===== config.mk =====
export PLATFORM = sky130hd
export DESIGN_NAME = link_rate_fallback
export DESIGN_NICKNAME = d
export VERILOG_FILES = /design/src/rtl/lrf_pkg.sv /design/src/rtl/lrf_cap_clamp.sv /design/src/rtl/lrf_start_index.sv /design/src/rtl/lrf_cand_table.sv /design/src/rtl/link_rate_fallback.sv
export SDC_FILE = /design/constraint.sdc
export NUM_CORES = 1
export LEC_CHECK = 0
export CAP_MARGIN = 0
export CORE_UTILIZATION = 55
export CTS_CLUSTER_DIAMETER = 100
export DETAILED_ROUTE_END_ITERATION = 8
export PLACE_DENSITY = 0.84
export SYNTH_ARGS = -nofsm -noshare
export SYNTH_HDL_FRONTEND = slang
export SYNTH_SLANG_ARGS = --single-unit

===== constraint.sdc =====
create_clock -name clk -period 9.55 [get_ports clk]
set_clock_uncertainty 0.2 [all_clocks]
set_input_delay 0.955 -clock clk [delete_from_list [all_inputs] [get_ports clk]]
set_output_delay 0.955 -clock clk [all_outputs]
set_load 0.02 [all_outputs]

===== src/rtl/lrf_pkg.sv =====
package lrf_pkg;

    localparam int NUM_CAND = 9;
    localparam int IDX_W    = 4;
    localparam int LANES_W  = 3;
    localparam int TOT_W    = 40;

    typedef enum logic [2:0] {
        ST_IDLE,
        ST_SEEK,
        ST_TRY,
        ST_PASS,
        ST_EXHAUST
    } lrf_state_e;

    // Rate code of each list position, fastest total first.
    function automatic logic [7:0] cand_code(input logic [IDX_W-1:0] idx);
        unique case (idx)
            4'd0, 4'd2, 4'd5: cand_code = 8'h14;
            4'd1, 4'd4, 4'd7: cand_code = 8'h0a;
            4'd3, 4'd6, 4'd8: cand_code = 8'h06;
            default:          cand_code = 8'h00;
        endcase
    endfunction

    function automatic logic [LANES_W-1:0] cand_lanes(input logic [IDX_W-1:0] idx);
        unique case (idx)
            4'd0, 4'd1, 4'd3: cand_lanes = 3'd4;
            4'd2, 4'd4, 4'd6: cand_lanes = 3'd2;
            4'd5, 4'd7, 4'd8: cand_lanes = 3'd1;
            default:          cand_lanes = 3'd0;
        endcase
    endfunction

    function automatic logic [TOT_W-1:0] cand_total(input logic [IDX_W-1:0] idx,
                                                    input int unsigned unit_kbps);
        cand_total = TOT_W'(cand_code(idx)) * TOT_W'(unit_kbps) * TOT_W'(cand_lanes(idx));
    endfunction

endpackage


===== src/rtl/lrf_cap_clamp.sv =====
module lrf_cap_clamp #(
    parameter int LANE_W = 5,
    parameter int RATE_W = 8
) (
    input  logic [7:0]        sink_lane_byte,
    input  logic [RATE_W-1:0] sink_max_rate,
    input  logic [LANE_W-1:0] enc_max_lanes,
    input  logic [RATE_W-1:0] enc_max_rate,
    output logic [LANE_W-1:0] lim_lanes,
    output logic [RATE_W-1:0] lim_rate
);
    logic [LANE_W-1:0] sink_lanes;

    assign sink_lanes = sink_lane_byte[LANE_W-1:0];

    always_comb begin
        lim_lanes = (sink_lanes > enc_max_lanes) ? enc_max_lanes : sink_lanes;
        lim_rate  = (sink_max_rate > enc_max_rate) ? enc_max_rate : sink_max_rate;
    end
endmodule


===== src/rtl/lrf_start_index.sv =====
module lrf_start_index
    import lrf_pkg::*;
#(
    parameter int          REQ_W     = 32,
    parameter int unsigned UNIT_KBPS = 27000
) (
    input  logic             req_rate_valid,
    input  logic [REQ_W-1:0] req_rate,
    output logic [IDX_W-1:0] start_idx
);
    localparam int NUM_LATER = NUM_CAND - 1;

    logic [TOT_W-1:0]     coded_rate;
    logic [NUM_LATER-1:0] meets;

    // Payload rate grown by the 10/8 line-coding overhead.
    assign coded_rate = TOT_W'(req_rate >> 3) * TOT_W'(10);

    // One compare per list position after the first; totals descend.
    for (genvar g = 1; g < NUM_CAND; g++) begin : g_meet
        localparam logic [TOT_W-1:0] TOTAL = cand_total(IDX_W'(g), UNIT_KBPS);
        assign meets[g-1] = (TOTAL >= coded_rate);
    end

    assign start_idx = req_rate_valid ? IDX_W'($countones(meets)) : '0;
endmodule


===== src/rtl/lrf_cand_table.sv =====
module lrf_cand_table
    import lrf_pkg::*;
#(
    parameter int LANE_W = 5,
    parameter int RATE_W = 8
) (
    input  logic [IDX_W-1:0]   idx,
    input  logic [LANE_W-1:0]  lim_lanes,
    input  logic [RATE_W-1:0]  lim_rate,
    output logic [RATE_W-1:0]  code,
    output logic [LANES_W-1:0] lanes,
    output logic               in_range,
    output logic               supported
);
    always_comb begin
        code      = RATE_W'(cand_code(idx));
        lanes     = cand_lanes(idx);
        in_range  = (idx < IDX_W'(NUM_CAND));
        supported = in_range
                  && (LANE_W'(lanes) <= lim_lanes)
                  && (code <= lim_rate);
    end
endmodule


===== src/rtl/link_rate_fallback.sv =====
module link_rate_fallback
    import lrf_pkg::*;
#(
    parameter int          LANE_W    = 5,
    parameter int          RATE_W    = 8,
    parameter int          REQ_W     = 32,
    parameter int unsigned UNIT_KBPS = 27000,
    parameter int          ENH_BIT   = 7
) (
    input  logic               clk,
    input  logic               rst_n,
    input  logic               start,
    input  logic [7:0]         sink_lane_byte,
    input  logic [RATE_W-1:0]  sink_max_rate,
    input  logic [LANE_W-1:0]  enc_max_lanes,
    input  logic [RATE_W-1:0]  enc_max_rate,
    input  logic               enh_frame_cap,
    input  logic               req_rate_valid,
    input  logic [REQ_W-1:0]   req_rate,
    input  logic               attempt_pass,
    input  logic               attempt_fail,
    output logic               busy,
    output logic               try_valid,
    output logic [LANES_W-1:0] lane_count,
    output logic [RATE_W-1:0]  bw_code,
    output logic [7:0]         sink_cfg0,
    output logic [7:0]         sink_cfg1,
    output logic               done,
    output logic               success,
    output logic               exhausted
);
    lrf_state_e        state_q, state_d;
    logic [IDX_W-1:0]  idx_q, idx_d;
    logic [LANE_W-1:0] lim_lanes_q, lim_lanes_in;
    logic [RATE_W-1:0] lim_rate_q, lim_rate_in;
    logic              enh_q;
    logic              success_q, exhausted_q;
    logic [IDX_W-1:0]  first_idx;

    logic [RATE_W-1:0]  cur_code;
    logic [LANES_W-1:0] cur_lanes;
    logic               cur_in_range, cur_supported;
    logic               accept_start;

    lrf_cap_clamp #(.LANE_W(LANE_W), .RATE_W(RATE_W)) u_clamp (
        .sink_lane_byte (sink_lane_byte),
        .sink_max_rate  (sink_max_rate),
        .enc_max_lanes  (enc_max_lanes),
        .enc_max_rate   (enc_max_rate),
        .lim_lanes      (lim_lanes_in),
        .lim_rate       (lim_rate_in)
    );

    lrf_start_index #(.REQ_W(REQ_W), .UNIT_KBPS(UNIT_KBPS)) u_start (
        .req_rate_valid (req_rate_valid),
        .req_rate       (req_rate),
        .start_idx      (first_idx)
    );

    lrf_cand_table #(.LANE_W(LANE_W), .RATE_W(RATE_W)) u_table (
        .idx       (idx_q),
        .lim_lanes (lim_lanes_q),
        .lim_rate  (lim_rate_q),
        .code      (cur_code),
        .lanes     (cur_lanes),
        .in_range  (cur_in_range),
        .supported (cur_supported)
    );

    assign accept_start = (state_q == ST_IDLE) && start;

    // Next-state and index selection
    always_comb begin
        state_d = state_q;
        idx_d   = idx_q;
        unique case (state_q)
            ST_IDLE: begin
                if (start) begin
                    state_d = ST_SEEK;
                    idx_d   = first_idx;
                end
            end
            ST_SEEK: begin
                if (!cur_in_range) begin
                    state_d = ST_EXHAUST;              // run_out
                end else if (cur_supported) begin
                    state_d = ST_TRY;                  // offer
                end else begin
                    idx_d   = idx_q + IDX_W'(1);       // skip
                end
            end
            ST_TRY: begin
                if (attempt_pass) begin
                    state_d = ST_PASS;                 // accept
                end else if (attempt_fail) begin
                    state_d = ST_SEEK;                 // reject
                    idx_d   = idx_q + IDX_W'(1);
                end
            end
            ST_PASS, ST_EXHAUST: state_d = ST_IDLE;    // report
            default:             state_d = ST_IDLE;
        endcase
    end

    // State register, search index and sampled limits
    always_ff @(posedge clk or negedge rst_n) begin
        if (!rst_n) begin
            state_q     <= ST_IDLE;
            idx_q       <= '0;
            lim_lanes_q <= '0;
            lim_rate_q  <= '0;
            enh_q       <= 1'b0;
            success_q   <= 1'b0;
            exhausted_q <= 1'b0;
        end else begin
            state_q <= state_d;
            idx_q   <= idx_d;
            if (accept_start) begin
                lim_lanes_q <= lim_lanes_in;
                lim_rate_q  <= lim_rate_in;
                enh_q       <= enh_frame_cap;
                success_q   <= 1'b0;
                exhausted_q <= 1'b0;
            end else begin
                if (state_d == ST_PASS)    success_q   <= 1'b1;
                if (state_d == ST_EXHAUST) exhausted_q <= 1'b1;
            end
        end
    end

    // Outputs
    always_comb begin
        busy       = (state_q != ST_IDLE);
        try_valid  = (state_q == ST_TRY);
        done       = (state_q == ST_PASS) || (state_q == ST_EXHAUST);
        success    = success_q;
        exhausted  = exhausted_q;
        lane_count = cur_lanes;
        bw_code    = cur_code;
        sink_cfg0  = 8'(cur_code);
        sink_cfg1  = '0;
        sink_cfg1[LANES_W-1:0] = cur_lanes;
        sink_cfg1[ENH_BIT]     = enh_q;
    end


    try_supported_chk: assert property (@(posedge clk) disable iff (!rst_n)
        try_valid |-> (LANE_W'(lane_count) <= lim_lanes_q) && (bw_code <= lim_rate_q));


    fail_advance_chk: assert property (@(posedge clk) disable iff (!rst_n)
        (try_valid && !attempt_pass && attempt_fail) |=> (state_q == ST_SEEK) && (idx_q == $past(idx_q) + IDX_W'(1)));


    pass_result_chk: assert property (@(posedge clk) disable iff (!rst_n)
        (try_valid && attempt_pass) |=> done && success && !exhausted);


    pass_hold_chk: assert property (@(posedge clk) disable iff (!rst_n)
        (state_q == ST_PASS) |=> $stable(idx_q) && success);


    exhaust_idx_chk: assert property (@(posedge clk) disable iff (!rst_n)
        (state_q == ST_EXHAUST) |-> (idx_q == IDX_W'(NUM_CAND)) && exhausted && !success);


    busy_start_chk: assert property (@(posedge clk) disable iff (!rst_n)
        (busy && start) |=> $stable(lim_lanes_q) && $stable(lim_rate_q) && $stable(enh_q));


    start_range_chk: assert property (@(posedge clk) disable iff (!rst_n)
        accept_start |=> (idx_q < IDX_W'(NUM_CAND)) && busy);


    result_excl_chk: assert property (@(posedge clk) disable iff (!rst_n)
        !(success && exhausted));
endmodule


# Yosys cells after proc, flatten, opt, wreduce, memory -nomap -nowiden
# Memory sizes are Yosys's and may differ from the RTL's.
# Cells that the tools add are included.
[totals]
inputBits = 68
mem_bits_ro = 112
output_inout_bits = 32
regBits = 23
mem_count = 2
[classes]
muxes = 19
multipliers = 1
reduce_logical = 10
n_addsub = 8
magnitude_cmp = 11
n_eq_ne = 11
[mem_list]
columns = ["name", "depth", "width", "rd", "rd_clocked_by_memory_dff", "wr", "line_no", "source"]
rows = [
  ["(no name shown)", 16, 4, 1, 0, 0, "lrf_pkg.sv:18", "unique case (idx)"],
  ["(no name shown)", 16, 3, 1, 0, 0, "lrf_pkg.sv:27", "unique case (idx)"],
]
[ops]
columns = ["op", "count"]
rows = [
  ["greater-or-equal comparator 19 x 40 -> 1 bit, first input constant", 2],
  ["greater-or-equal comparator 20 x 40 -> 1 bit, first input constant", 2],
  ["greater-or-equal comparator 18 x 40 -> 1 bit, first input constant", 1],
  ["greater-or-equal comparator 21 x 40 -> 1 bit, first input constant", 1],
  ["multiplier 29 x 3 -> 32 bit, second input constant", 1],
  ["2-to-1 mux 4 bit", 6],
  ["2-to-1 mux 3 bit", 5],
  ["adder 4 bit", 3],
  ["case mux 4 bit (3 select lines)", 1],
  ["!= test 2 bit, second input constant", 5],
  ["== test 3 x 2 -> 1 bit, second input constant", 3],
  ["case mux 3 bit (3 select lines)", 1],
  ["adder 1 x 1 -> 2 bit", 4],
  ["> comparator 8 bit", 1],
  ["<= comparator 8 bit", 1],
  ["2-to-1 mux 8 bit", 1],
  ["== test 3 bit, second input constant", 2],
  ["AND reduction 6 bit", 1],
  ["nonzero test 3 bit", 2],
  ["> comparator 5 bit", 1],
  ["<= comparator 3 x 5 -> 1 bit", 1],
  ["2-to-1 mux 5 bit", 1],
  ["adder 4 x 1 -> 4 bit, second input constant", 1],
  ["less-than comparator 4 bit, second input constant", 1],
  ["6 further kinds", 12],
]

# Logic depth before layout (Yosys ltp)
# An unclocked memory read counts as a cell.
[depth]
depth_word = 10
mapped_depth = 23

# Modules after synthesis
# Synthesis repeated with hierarchy kept, for this count alone.
[unflattened]
cells_unflattened = 561
hier_area_um2 = 4556.9
[modules_own_cells]
columns = ["module", "area_each_um2", "n_inst", "cells_each"]
rows = [
  ["lrf_start_index", 2414.8, 1, 335],
  ["link_rate_fallback", 1234.9, 1, 105],
  ["lrf_cap_clamp", 473.0, 1, 61],
  ["lrf_cand_table", 434.2, 1, 60],
]

# Worst setup path before layout
# No wires, ideal clock.
[synth_path]
path_type = "in2reg"
startpoint = "input req_rate[4]"
endpoint = "register idx_q[2]"
n_path_buf = 0
arrival_ns = 5.605
stages = 22
path_slack_ns = 3.624
cell_sequence = "ha_1 -> ha_1 -> inv_1 -> fa_1 -> nand2b_1 -> a21oi_2 -> o21ai_1 -> a211oi_1 -> o221ai_1 -> and3_1 -> or3_1 -> nor4b_2 -> ha_1 -> fa_1 -> inv_1 -> fa_1 -> inv_1 -> ha_1 -> inv_1 -> fa_1 -> o21ai_0 -> a22o_1"
[synth_via]
elab_chain_cells = 8
elab_cells_between_ends = 17
cone_classes = "add/sub (7); mul (1); order compare (6); mux (3)"
[synth_rtl]
columns = ["item", "line_no", "source"]
rows = [
  ["from (decl)", "link_rate_fallback.sv:19", "input logic [REQ_W-1:0] req_rate,"],
  ["multiplier 29 x 3 -> 32 bit (*)", "lrf_start_index.sv:17", "assign coded_rate = TOT_W'(req_rate >> 3) * TOT_W'(10);"],
  ["greater-or-equal comparator 21 x 40 -> 1 bit, or another cell as far along", "lrf_start_index.sv:22", "assign meets[g-1] = (TOTAL >= coded_rate);"],
  ["adder 1 x 1 -> 2 bit (implied by the code)", "lrf_start_index.sv:25", "assign start_idx = req_rate_valid ? IDX_W'($countones(meets)) : '0;"],
  ["adder 4 bit (implied by the code)", "lrf_start_index.sv:25", ""],
  ["adder 4 bit (implied by the code) (*)", "lrf_start_index.sv:25", ""],
  ["2-to-1 mux 4 bit (*)", "lrf_start_index.sv:25", ""],
  ["2-to-1 mux 4 bit (*)", "link_rate_fallback.sv:78", "if (start) begin"],
  ["case mux 4 bit (3 select lines) (*)", "link_rate_fallback.sv:76", "unique case (state_q)"],
  ["to (signal assigned)", "link_rate_fallback.sv:117", "idx_q <= idx_d;"],
  ["to (decl)", "link_rate_fallback.sv:33", "logic [IDX_W-1:0] idx_q, idx_d;"],
]
# Every way passes the cells marked *; elsewhere a longest branch is shown, timed or not. The select of a mux whose other input is x is not followed.
# A chain may end at the register's enable or synchronous reset.

# Final worst setup path
# Same ends and word-level chain as after synthesis.

==> summary.md <==
| Metric | Value |
|---|---|
| Crit path from | `req_rate[4]` |
| VDD IR max | `382.5 uV` |
| Most common cell in the netlist | `ha_1` |
| Drt pass-1 iters | `4` |
| Placed cell areas | `5348 um2` |
| Seq/Total Area, Yosys | `12.43%` |
| Drt drc | `0` |
| Die area | `8788 um2` |
| Synth Area in XOR/XNOR | `3.405%` |
| Vias in the first global route | `around 4300` |
| H-tree levels | `1` |
| Period utilization | `71.20%` |
| Cells after Synth | `600` |
| Routed Antenna Nets | `0` |
| Clock slew at reported path FFs | `0.08 ns` |
| Synth top cells by count | `ha_1 (87), nand2_1 (63), o21ai_0 (48), inv_1 (47), a21oi_1 (46)` |
| Critical Path RT | `9.51 ns` |
| Fill count | `705` |
| Crit path largest cell delay | `0.52 ns` |
| GR Util All Layers | `24.67%` |
| Clock root cell | `clkbuf_8` |
| Worst hold-check path type | `flop to flop` |
| Period minus WS final | `6.800 ns` |
| Power Density | `182.1 nW/um2` |
| Routability cong. | `0.9039` |
| RSZ-0062 raised after global routing | `false` |
| Area share of the largest cell type after synthesis | `23.51%` |
| R2R depth | `14` |
| WL/cell | `14.41 um` |
| Critical Path Sink | `idx_q[2]` |
| Ports | `100` |
| Simple-gate share of the synthesized area | `approximately a fifth` |
| CTS Buf Count | `3` |
| Status | `finished, final reports clean` |
| EDFF count, synth | `0` |
| WS Path Type | `primary input to flop` |
| Synth Warn # | `0` |
| Initial DRC count | `between 150 and 200` |
| Vias per Instance | `5.933` |
| Mux cell area share after synthesis | `approximately 3.5%` |
| Final setup TNS | `0 ns` |
| Async SR Flop Fraction | `100.0%` |
| Startpoint types | `primary input` |
| Starting Density | `a little under three fifths` |
| Std-Cell Rows | `33` |
| Main synth FF type | `dfrtp_1` |
| Clk Latency, worst-skew pair | `0.27 ns` |
| Worst r2r dst | `idx_q[2]` |
| Leading area contributor after synthesis | `ha_1` |
| Post-Syn Area per Cell | `7.716 um2` |
| Compound-cell area share of the yosys netlist | `26.32%` |
| Switching Fraction | `between 50% and 60%` |
| #FFs+latches synth | `23` |
| Slew Viols, Final | `0` |
| Pint | `485.7 uW` |
| Mapped cell area | `4629 um2` |
| Pin count of the biggest net entering global routing | `30` |
| Drt total wl | `between 10000 and 15000 um` |
| Max-Slew Margin vs Limit | `32.27%` |
| Net Sw Power | `496.6 uW` |
| CP Capture Type | `flop` |
| Layout cells sized above 1 | `4.441%` |
| CTS tree | `built` |
| Area Growth Syn to Fin | `16.51%` |
| First-pass GRT wire length | `17980 um` |
| Die Ht | `between 90 and 100 um` |
| Detail Placement HPWL | `a little over 9000 um` |
| CTS Buffer Depth | `2` |
| Crit path cell chain | `clkdlybuf4s50_1 -> ha_1 -> ha_1 -> inv_1 -> fa_1 -> nand2b_1 -> a21oi_2 -> o21ai_1 -> a211oi_1 -> o221ai_1 -> and3_1 -> or3_1 -> nor4b_2 -> ha_1 -> fa_1 -> inv_1 -> fa_1 -> inv_1 -> ha_1 -> inv_1 -> fa_1 -> o21ai_0 -> a22o_1` |
| Number of setup buffers added after CTS | `0` |
| CTS Sinks | `23` |
| Leak | `0.002484 uW` |
| GR Overflow Total | `0` |
| Largest family of logic cells by synthesized area | `compound AO/OA/AOI/OAI gates` |
| IO buf count | `81` |
| NumNets Final | `813` |
| Total number of vias | `4497` |
| Seq pwr share | `19.2%` |
| Share of power burned in combinational logic | `74.5%` |
| Max Cap Viol | `0` |
| Clock power frac | `between 6 and 7%` |
| FMAX | `around 150 MHz` |
| Area contributors post-synth | `ha_1 (24%), dfrtp_1 (12%), o21ai_0 (5.2%)` |
| Least-Margin Pin Slew | `1.013 ns` |
| PostCTS Resize Cnt | `0` |
| Core area | `8175 um2` |
| Hold Buf Count CTS | `0` |
| Final setup violation count | `0` |
| Initial antenna violation count | `0` |
| Post-synth cell types | `70` |
| Final hold violation count | `0` |
| Arrival @ worst endpoint | `6.76 ns` |
| FF-to-FF setup slack | `5.58 ns` |
| Max Fanout on Critical Path | `5` |
| Adder-cell share of the synthesized area | `roughly 25%` |
| Post-route design area | `5394 um2` |
| Die width | `93.75 um` |
| # diodes | `0` |
| Slowest CP cell | `a211oi_1` |
| R2r startpoint | `idx_q[0]` |
-- cell type report --
cell class | instances | area [um2] | share of cell area, %
clock inverters | 1 | 5.005 | 0.09279
well taps | 105 | 131.4 | 2.436
multi-input cells | 498 | 3654 | 67.73
flip-flops and latches | 23 | 575.6 | 10.67
clock buffers | 3 | 41.29 | 0.7655
inverters | 47 | 176.4 | 3.271
repair buffers | 81 | 810.8 | 15.03
-- cells in the final DEF (no fill, tap or decap), drive strengths merged, types with 4 or more instances in the layout --
master	instances
ha	87
conb	12
mux2i	16
clkdlybuf4s50	81
nand3	9
xnor2	8
a21o	12
nand2	63
nand4	16
a211oi	6
a211o	4
xor2	10
inv	47
fa	4
o21ai	55
nor2	28
nand2b	8
a31oi	4
a21oi	52
o211ai	10
o21a	10
dfrtp	23
nor3	14
o31ai	5
nor4	4
and2	4
or3	9
-- worst min-delay path by stage --
stage                    from             end  cells past startpoint
2_1_floorplan   lim_rate_q[0]   lim_rate_q[0]                      2
3_3_place_gp    lim_rate_q[0]   lim_rate_q[0]                      2
3_5_place_dp            enh_q           enh_q                      2
4_1_cts                 enh_q           enh_q                      2
5_1_grt         lim_rate_q[2]   lim_rate_q[2]                      2
6_report       lim_lanes_q[1]  lim_lanes_q[1]                      2
-- per-stage QoR --
| stage | instances | power (uW) | setup slack [ns] | utilization (%) | hold WS (ns) |
|---|---|---|---|---|---|
| after CTS | 758 | 979.9 | 2.801 | 65.98 | 0.2882 |
| final | 758 | 982.3 | 2.750 | 65.98 | 0.2841 |
| after global placement | 754 | 884.9 | 2.672 | 65.41 | 0.2621 |
| after floorplan | 611 | 711.7 | 3.624 | - | 0.2447 |
| after global routing | 758 | 1069 | 2.438 | 65.98 | 0.3139 |
| after detailed placement | 754 | 910.4 | 2.557 | 65.41 | 0.2693 |
-- metal layers --
metal  GRT usage (%)  part of all wire [%]  wire length, um
met5               0                     0                0
met4           6.410                   1.9              208
met3           1.375                   3.7              402
met1           29.35                    44             4853
met2           47.45                    50             5454
-- critical path: cells and delay by family --
kind,cells,cell delay (ns)
and+or+nand+nor,4,1.18
AOI/OAI and AO/OA,6,1.37
adders and majority gates,8,2.54
buffers and inverters,5,0.72
-- sequential cells by signal, indices dropped and copies added, names as in the netlist --
signal / cells
lim_rate_q: 8
lim_lanes_q: 5
idx_q: 4
state_q: 3
enh_q: 1
exhausted: 1
success: 1
-- power groups by stage --
stage / Combinational [uW] / Sequential (uW) / Clock (uW)
after floorplan: 543 / 168 / 0
after global placement: 698 / 187 / 0
after detailed placement: 720 / 190 / 0
after CTS: 730 / 188 / 61.3
after global routing: 808 / 197 / 64.4
final: 732 / 189 / 60.9
-- cell families after synthesis --
kind of cell	Yosys count
AOI/OAI and AO/OA	186
and+or+nand+nor	175
adders and majority gates	91
buffers and inverters	90
DFF	23
xor gates and xnor gates	18
muxes	16
other	1
No activity file was read; power rests on OpenSTA's default activity.
